--- src/rtl/trap_entry_pkg.sv ---
`timescale 1ns/1ps
package trap_entry_pkg;
  localparam int NUM_CLS = 6;
  localparam int CLS_SW   = 0;
  localparam int CLS_LOCK = 1;
  localparam int CLS_FP   = 2;
  localparam int CLS_IXL  = 3;
  localparam int CLS_DACC = 4;
  localparam int CLS_IRQ  = 5;
  localparam int ST_W = 4 + NUM_CLS;

  typedef logic [NUM_CLS-1:0] cls_vec_t;

  typedef struct packed {
    cls_vec_t ind;
    logic     pim;
    logic     pu;
    logic     im;
    logic     u;
  } status_t;
endpackage

--- src/rtl/trap_req_collect.sv ---
`timescale 1ns/1ps
module trap_req_collect
  import trap_entry_pkg::*;
(
  input  logic     sw_trap_i,
  input  logic     unlock_miss_i,
  input  logic     fp_fault_i,
  input  logic     ifetch_xlat_i,
  input  logic     ldst_xlat_i,
  input  logic     misalign_i,
  input  logic     dbg_match_i,
  input  logic     ext_irq_i,
  input  logic     irq_en_i,
  output cls_vec_t hit_o,
  output logic     take_o
);
  always_comb begin
    hit_o           = '0;
    hit_o[CLS_SW]   = sw_trap_i;
    hit_o[CLS_LOCK] = unlock_miss_i;
    hit_o[CLS_FP]   = fp_fault_i;
    hit_o[CLS_IXL]  = ifetch_xlat_i;
    // three distinct data-side faults share one class
    hit_o[CLS_DACC] = ldst_xlat_i | misalign_i | dbg_match_i;
    hit_o[CLS_IRQ]  = ext_irq_i & irq_en_i;
  end

  assign take_o = |hit_o;
endmodule

--- src/rtl/trap_status_reg.sv ---
`timescale 1ns/1ps
module trap_status_reg
  import trap_entry_pkg::*;
(
  input  logic     clk_i,
  input  logic     rst_ni,
  input  logic     take_i,
  input  cls_vec_t hit_i,
  input  logic     wr_i,
  input  status_t  wdata_i,
  output status_t  status_o
);
  status_t st_q, st_d, base;

  always_comb begin
    base = wr_i ? wdata_i : st_q;
    st_d = base;
    if (take_i) begin
      // save from the pre-edge registers, not the written word
      st_d.pu  = st_q.u;
      st_d.pim = st_q.im;
      st_d.u   = 1'b0;
      st_d.im  = 1'b0;
      st_d.ind = base.ind | hit_i;
    end
  end

  always_ff @(posedge clk_i or negedge rst_ni) begin
    if (!rst_ni) st_q <= '0;
    else         st_q <= st_d;
  end

  assign status_o = st_q;
endmodule

--- src/rtl/trap_redirect.sv ---
`timescale 1ns/1ps
module trap_redirect #(
  parameter int              PC_W        = 32,
  parameter logic [PC_W-1:0] HANDLER_VEC = PC_W'('h100)
) (
  input  logic            clk_i,
  input  logic            rst_ni,
  input  logic            take_i,
  input  logic [PC_W-1:0] pc_i,
  output logic [PC_W-1:0] fault_pc_o,
  output logic            redirect_o,
  output logic [PC_W-1:0] redirect_pc_o
);
  logic [PC_W-1:0] fpc_q;
  logic            redir_q;

  always_ff @(posedge clk_i or negedge rst_ni) begin
    if (!rst_ni) begin
      fpc_q   <= '0;
      redir_q <= 1'b0;
    end else begin
      redir_q <= take_i;
      if (take_i) fpc_q <= pc_i;
    end
  end

  assign fault_pc_o    = fpc_q;
  assign redirect_o    = redir_q;
  assign redirect_pc_o = HANDLER_VEC;
endmodule

--- src/rtl/trap_entry_ctrl.sv ---
`timescale 1ns/1ps
module trap_entry_ctrl
  import trap_entry_pkg::*;
#(
  parameter int              PC_W        = 32,
  parameter logic [PC_W-1:0] HANDLER_VEC = PC_W'('h100)
) (
  input  logic               clk_i,
  input  logic               rst_ni,
  input  logic               sw_trap_i,
  input  logic               unlock_miss_i,
  input  logic               fp_fault_i,
  input  logic               ifetch_xlat_i,
  input  logic               ldst_xlat_i,
  input  logic               misalign_i,
  input  logic               dbg_match_i,
  input  logic               ext_irq_i,
  input  logic [PC_W-1:0]    pc_i,
  input  logic               st_wr_i,
  input  logic [ST_W-1:0]    st_wdata_i,
  output logic               user_o,
  output logic               irq_en_o,
  output logic               prev_user_o,
  output logic               prev_irq_en_o,
  output logic [NUM_CLS-1:0] trap_ind_o,
  output logic               abort_o,
  output logic [PC_W-1:0]    fault_pc_o,
  output logic               redirect_o,
  output logic [PC_W-1:0]    redirect_pc_o
);
  cls_vec_t hit;
  logic     take;
  status_t  st;

  trap_req_collect u_collect (
    .sw_trap_i     (sw_trap_i),
    .unlock_miss_i (unlock_miss_i),
    .fp_fault_i    (fp_fault_i),
    .ifetch_xlat_i (ifetch_xlat_i),
    .ldst_xlat_i   (ldst_xlat_i),
    .misalign_i    (misalign_i),
    .dbg_match_i   (dbg_match_i),
    .ext_irq_i     (ext_irq_i),
    .irq_en_i      (st.im),
    .hit_o         (hit),
    .take_o        (take)
  );

  trap_status_reg u_status (
    .clk_i    (clk_i),
    .rst_ni   (rst_ni),
    .take_i   (take),
    .hit_i    (hit),
    .wr_i     (st_wr_i),
    .wdata_i  (status_t'(st_wdata_i)),
    .status_o (st)
  );

  trap_redirect #(.PC_W(PC_W), .HANDLER_VEC(HANDLER_VEC)) u_redirect (
    .clk_i         (clk_i),
    .rst_ni        (rst_ni),
    .take_i        (take),
    .pc_i          (pc_i),
    .fault_pc_o    (fault_pc_o),
    .redirect_o    (redirect_o),
    .redirect_pc_o (redirect_pc_o)
  );

  assign abort_o       = take;
  assign user_o        = st.u;
  assign irq_en_o      = st.im;
  assign prev_user_o   = st.pu;
  assign prev_irq_en_o = st.pim;
  assign trap_ind_o    = st.ind;
endmodule

--- config.mk ---
export PLATFORM = sky130hd
export DESIGN_NAME = trap_entry_ctrl
export DESIGN_NICKNAME = d
export VERILOG_FILES = /design/src/rtl/trap_entry_pkg.sv /design/src/rtl/trap_req_collect.sv /design/src/rtl/trap_status_reg.sv /design/src/rtl/trap_redirect.sv /design/src/rtl/trap_entry_ctrl.sv
export SDC_FILE = /design/constraint.sdc
export NUM_CORES = 1
export LEC_CHECK = 0
export BUFFER_PORTS_ARGS = -buffer_cell sky130_fd_sc_hd__buf_2
export CORE_ASPECT_RATIO = 0.9
export CORE_UTILIZATION = 44
export CTS_CLUSTER_SIZE = 12
export DETAILED_ROUTE_END_ITERATION = 12
export PLACE_DENSITY_LB_ADDON = 0.05
export SKIP_LAST_GASP = 1
export SLEW_MARGIN = 15
export SYNTH_ARGS = -nofsm -noshare
export SYNTH_HDL_FRONTEND = slang
export SYNTH_SLANG_ARGS = --single-unit
--- constraint.sdc ---
create_clock -name clk_i -period 2.95 [get_ports clk_i]
set_input_delay 0.1475 -clock clk_i [delete_from_list [all_inputs] [get_ports clk_i]]
set_output_delay 0.1475 -clock clk_i [all_outputs]
set_load 0.01 [all_outputs]
==> results of run 1 <==
==> layout make-up <==
class,count,area [um^2],share of cell area (%)
tap,62,77.6,3.09
clock buffer,7,76.3,3.04
timing repair buffer,96,480,19.1
clock inverter,1,5.00,0.199
sequential,43,1080,42.9
multi-input combinational,88,795,31.7
==> registers in the layout, summed over array words and instances, names as in the netlist <==
name	flops
u_redirect.fault_pc_o	32
u_redirect.redirect_o	1
u_status.status_o	10
==> cells in the mapped netlist <==
cell | n | area [um^2]
nor3_2 | 1 | 10.0
buf_1 | 1 | 3.75
mux2_4 | 27 | 405
nand3_4 | 1 | 17.5
buf_6 | 3 | 33.8
dfrtp_1 | 43 | 1080
nor2b_1 | 4 | 25.0
nor2_1 | 2 | 7.51
buf_4 | 32 | 240
mux2i_1 | 4 | 40.0
nor4_4 | 1 | 21.3
a211o_1 | 4 | 35.0
nand2_1 | 3 | 11.3
conb_1 | 2 | 7.51
mux2_2 | 9 | 101
==> layer usage <==
layer / wire, um / share of wire, % / global-route usage, % / vias to the layer above
met5: 0 / 0 / 0 / -
met4: 6 / 0.16 / 5.05 / 0
met3: 234 / 6.4 / 4.54 / 2
met2: 1790 / 49 / 24.1 / 72
met1: 1650 / 45 / 20.1 / 601
li1: - / - / - / 594
==> worst min path at each step <==
stage / slack, ps / startpoint / end / cells past startpoint
floorplan: -150 / rst_ni / u_redirect.fault_pc_o[0] / 0
global placement: 330 / rst_ni / u_redirect.fault_pc_o[27] / 1
detailed placement: 350 / rst_ni / u_redirect.fault_pc_o[26] / 1
CTS: 40 / rst_ni / u_redirect.fault_pc_o[27] / 1
global route: 60 / st_wdata_i[7] / u_status.status_o[7] / 2
finish: 5 / rst_ni / u_redirect.fault_pc_o[27] / 1
==> worst max-delay path: cells and delay by family, from the launching register on <==
family	cells	cell delay, ps
flip-flops	1	430
AND/OR/NAND/NOR	2	670
buffers and inverters	1	360
==> stage by stage <==
step                      util [%]  hold WS, ps  instances  power, uW  cell area [um^2]
after global placement        54.4          332        289        805              2430
after floorplan                  -         -148        167        757              2150
after detailed placement      54.4          349        289        809              2430
after global routing          56.3         64.8        297       1200              2510
after CTS                     56.3         41.3        297       1160              2510
final                         56.3         5.11        297       1140              2510
==> power by group through the flow <==
stage	registers [uW]	logic (uW)	clock network [uW]
2_1_floorplan	658	99.1	0
3_5_place_dp	644	165	0
5_1_grt	637	182	384
4_1_cts	633	166	362
3_3_place_gp	643	162	0
6_report	633	164	348
==> cell families after synthesis <==
kind of cell | Yosys count
buf+inv | 36
other cells | 2
compound gates | 4
flops | 43
simple gates | 12
mux | 40
==> impl_results.md, run 1 <==
* Fillcell total at 403
* Max-Cap Viols at 0
* FP Rows at 23
* Reg2reg path depth at 3
* P_sw at 278 uW
* XOR/XNOR Fraction of Synth Area at 0%
* CTS tree: built
* Setup TNS at 0 ps
* Post-CTS Hold Fix Bufs at 0
* WS Path Type: reg -> out
* Pre-CTS WS at 1130 ps
* Net Sw Frac at 24.3%
* CP startpoint: u_status.status_o[1]
* TritonCTS Buffers at 5
* Post-route minimum period at 1900 ps
* Final setup fails at 0
* Post-synthesis mux area share at 26.9%
* Worst-Margin Slew at 942 ps
* Mapped Area at 2040 um^2
* Setup crit start kind: flip-flop
* CTS max path bufs at 2
* Crit path DAT at 1750 ps
* Synth Instances at 137
* HP Class: in -> async
* Max incr delay on CP at 520 ps
* Largest family of logic cells by synthesized area: multiplexers
* Final WL at 3680 um
* Most common cell after layout, fill and taps aside: buf_2
* Clock Tree Root: clkbuf_8
* Pins Over Slew Limit at 0
* RD Place Congestion at 0.669
* Starting DRT DRC Count at 42
* Synth Area in Compound Gates at 1.72%
* Later-pin clock latency in the skew report at 280 ps
* Post-synthesis sequential area ratio at 52.9%
* Inserted Diodes at 0
* Largest net degree at the start of global routing at 44
* Final Hold Violating Endpoints at 0
* Via/cell ratio at 4.27
* Pwr/cell area at 456 nW/um^2
* RR Startpoint: u_status.status_o[1]
* Hpwl dp at 2670 um
* Antenna violations before repair at 0
* Final worst-path cycle share at 64.5%
* Initial core utilization at 45.6%
* Max rail drop VDD at 0.000328 V
* Capture point of the worst path: abort_o
* ANT nets after route at 0
* CTS sink cnt at 43
* Syn Area/Cell at 14.9 um^2
* CORE AREA at 4460 um^2
* Logic pwr share at 14.3%
* Post-Synth Simple-Gate Area at 4.55%
* Pint at 866 uW
* Area delta synth->final at 23.3%
* Status: finished clean
* Seq pwr share at 55.3%
* Buffer count from post-CTS setup fixing at 0
* Clock-pin slew on the worst setup and hold paths at 70 ps
* Seq cells post-synth at 43
* Drt drc at 0
* Die ar. at 4900 um^2
* Wire per inst at 12.4 um
* Worst path cell trace: nand2_1 > nand3_4 > buf_2
* Vias in the first global route at 1171
* Die Wd at 73.7 um
* WP data required at 2800 ps
* # IOs at 129
* Adder-cell share of the synthesized area at 0%
* Layout cell share with drive strength beyond 1 at 60.0%
* H-Tree Depth at 2
* RSZ-0062 raised after global routing: false
* Grt ovf at 0
* Commonest non-fill, non-tap cells in the layout: 96 x buf_2, 43 x dfrtp_1, 32 x conb_1
* Setup ws final at 1050 ps
* First-pass GRT wire length at 5590 um
* Die Height at 66.5 um
* Net count, final at 287
* Worst r2r dst: u_redirect.fault_pc_o[2]
* Clock share of power at 30.4%
* R2R setup slack at 1210 ps
* Worst path slowest cell: nand3_4
* Max-slew headroom at 37.2%
* CP Capture Type: output port
* Max Fclk at 526 MHz
* Pleak at 0.00138 uW
* Port Buf Inserts at 96
* Detailed Routing Iterations Pass 1 at 4
* Cell variety after synth at 15
* Post-cts sizing count at 0
* Peak fanout along the critical path at 38
* Via count at 1269
* GRT Util Overall at 15.3%
* Yosys warns at 0
* Setup Skew at 1.60 ps
Note: power is estimated with default switching activity, not from simulation.
==> run 2, diff against run 1 <==
--- a/config.mk
+++ b/config.mk
@@ -7,7 +7,7 @@
 export LEC_CHECK = 0
 export BUFFER_PORTS_ARGS = -buffer_cell sky130_fd_sc_hd__buf_2
 export CORE_ASPECT_RATIO = 0.9
-export CORE_UTILIZATION = 44
+export CORE_UTILIZATION = 42
 export CTS_CLUSTER_SIZE = 12
 export DETAILED_ROUTE_END_ITERATION = 12
 export PLACE_DENSITY_LB_ADDON = 0.05
==> constraint.sdc (replaced) <==
create_clock -name clk_i -period 1.8 [get_ports clk_i]
set_input_delay 0.09 -clock clk_i [delete_from_list [all_inputs] [get_ports clk_i]]
set_output_delay 0.09 -clock clk_i [all_outputs]
set_load 0.01 [all_outputs]
==> run 2 against run 1 <==
Combinational power grew 65%. Sequential power is 64% higher. Clock skew up 4.3 ps. Clock power is 68% higher. Critical path depth rose by 1. Cell area up 1.3%. Setup slack got worse by 680 ps. Utilization decreased by 0.33 points. Global-route usage down 0.16 points. First-iteration DRC count fell by 48%.
==> impl_results.md, run 2 (synthesized netlist as in run 1, its figures left out) <==
* Peak fanout along the critical path at 38 (unchanged)
* GRT Util Overall at 15.1% (-0.16 points)
* Inserted Diodes at 0 (unchanged)
* Max Fclk at 698 MHz
* Crit path DAT at 1340 ps (-410 ps)
* Post-cts sizing count at 0 (unchanged)
* CTS sink cnt at 43 (unchanged)
* RD Place Congestion at 0.673 (+0.66%)
* RR Startpoint: u_status.status_o[1]
* Hpwl dp at 2780 um (+4.2%)
* Reg2reg path depth at 4 (+1)
* Via/cell ratio at 4.31 (+0.97%)
* Max rail drop VDD at 0.000441 V (+34%)
* First-pass GRT wire length at 5560 um (-0.50%)
* Final WL at 3780 um (+2.7%)
* Pleak at 0.00140 uW (+1.0%)
* Worst Hold Launch: st_wdata_i[7]
* Layout cell share with drive strength beyond 1 at 60.3% (+0.34 points)
* Grt ovf at 0 (unchanged)
* Die Wd at 75.4 um (+2.3%)
* Starting DRT DRC Count at 22 (-48%)
* Die ar. at 5130 um^2 (+4.6%)
* Final worst-path cycle share at 79.6%
* ANT nets after route at 0 (unchanged)
* Cell depth of the worst hold path at 2
* HP Class: in -> reg
* Pins Over Slew Limit at 0 (unchanged)
* Clock-pin slew on the worst setup and hold paths at 80 ps (about the same)
* Vias in the first global route at 1211 (+3.4%)
* Commonest non-fill, non-tap cells in the layout: 96 x buf_2, 43 x dfrtp_1, 32 x conb_1
* Max-slew headroom at 37.7% (+0.48 points)
* RSZ-0062 raised after global routing: false
* Clock Tree Root: clkbuf_8
* Later-pin clock latency in the skew report at 290 ps (about the same)
* Hold_ws at 19.5 ps (+14.4 ps)
* Worst-Margin Slew at 935 ps (-7.13 ps)
* Final setup fails at 0 (unchanged)
* CORE AREA at 4550 um^2 (+1.9%)
* Most common cell after layout, fill and taps aside: buf_2
* Max-Cap Viols at 0 (unchanged)
* Max reg flops at 32 (unchanged)
* # IOs at 129 (unchanged)
* Drt drc at 0 (unchanged)
* Buffer count from post-CTS setup fixing at 0 (unchanged)
* Largest net degree at the start of global routing at 44 (unchanged)
* Setup TNS at 0 ps (unchanged)
* Antenna violations before repair at 0 (unchanged)
* Die Height at 68.0 um (+2.3%)
* DP Area at 2450 um^2 (+0.82%)
* Final Hold Violating Endpoints at 0 (unchanged)
* Net count, final at 289 (+0.70%)
* H-Tree Depth at 2 (unchanged)
* Hold EP: u_status.status_o[7]
* Post-route cell area at 2540 um^2 (+1.3%)
* Wire per inst at 12.6 um (+2.0%)
* FP Rows at 23 (unchanged)
* CTS max path bufs at 2 (unchanged)
* Via count at 1290 (+1.7%)
* Detailed Routing Iterations Pass 1 at 4 (unchanged)
* CTS tree: built
* Pwr/cell area at 744 nW/um^2 (+63%)
* Area delta synth->final at 25.0%
* CP startpoint: u_status.status_o[1]
* CP Capture Type: output port
* R2R setup slack at 460 ps (-750 ps)
* TritonCTS Buffers at 5 (unchanged)
* Initial core utilization at 44.8% (-0.87 points)
* Port Buf Inserts at 96 (unchanged)
* Status: finished clean
* WS Path Type: reg -> out
* Worst r2r dst: u_redirect.fault_pc_o[31]
* Setup crit start kind: flip-flop
* Setup Skew at 5.90 ps (+4.29 ps)
* Post-route minimum period at 1430 ps
* WP data required at 1710 ps (-1090 ps)
[run 2: how the worst max path moves through the flow]
stage	endpoint	slack, ps	depth (start not counted)
floorplan	u_redirect.fault_pc_o[21]	500	4
global placement	u_redirect.fault_pc_o[14]	460	5
detailed placement	u_redirect.fault_pc_o[31]	450	4
CTS	abort_o	340	4
global route	abort_o	270	4
finish	abort_o	370	4
[run 2: area by class of cell]
class                      count  area (um^2)
tap                           62         77.6
clock buffer                   6         72.6
sequential                    43         1080
fill                         402         2000
clock inverter                 2         12.5
timing repair buffer          98          510
multi-input combinational     88          795
[run 2: layer usage]
metal / GRT usage (%) / wire (um) / vias to the layer above
met3: 4.86 / 288 / 5
met5: 0 / 0 / -
met1: 18.6 / 1590 / 617
met2: 23.7 / 1850 / 77
met4: 8.10 / 53 / 0
li1: - / - / 591
[run 2: per-stage QoR]
stage	util [%]	std cells	setup WS, ps	power, uW
after floorplan	-	167	504	1240
after global placement	53.9	290	465	1320
after detailed placement	53.9	290	445	1330
after CTS	55.9	299	336	1930
after global routing	55.9	299	269	2000
final	55.9	299	368	1890
[run 2: where the power goes]
group	switching (uW)	internal (uW)	total, uW
clock	313	271	584
combinational	135	136	271
sequential	25.9	1010	1040
total	474	1420	1890
[run 2: timing repair]
action	CTS	global route
endpoints found under the setup margin	0	0
hold endpoints to repair	43	0
hold buffers	1	0
[run 2: critical path: stages (launching register included)]
cell     delay, ps
dfrtp_1        380
nand2_1        120
nand3_4        100
buf_12         260
buf_2          180
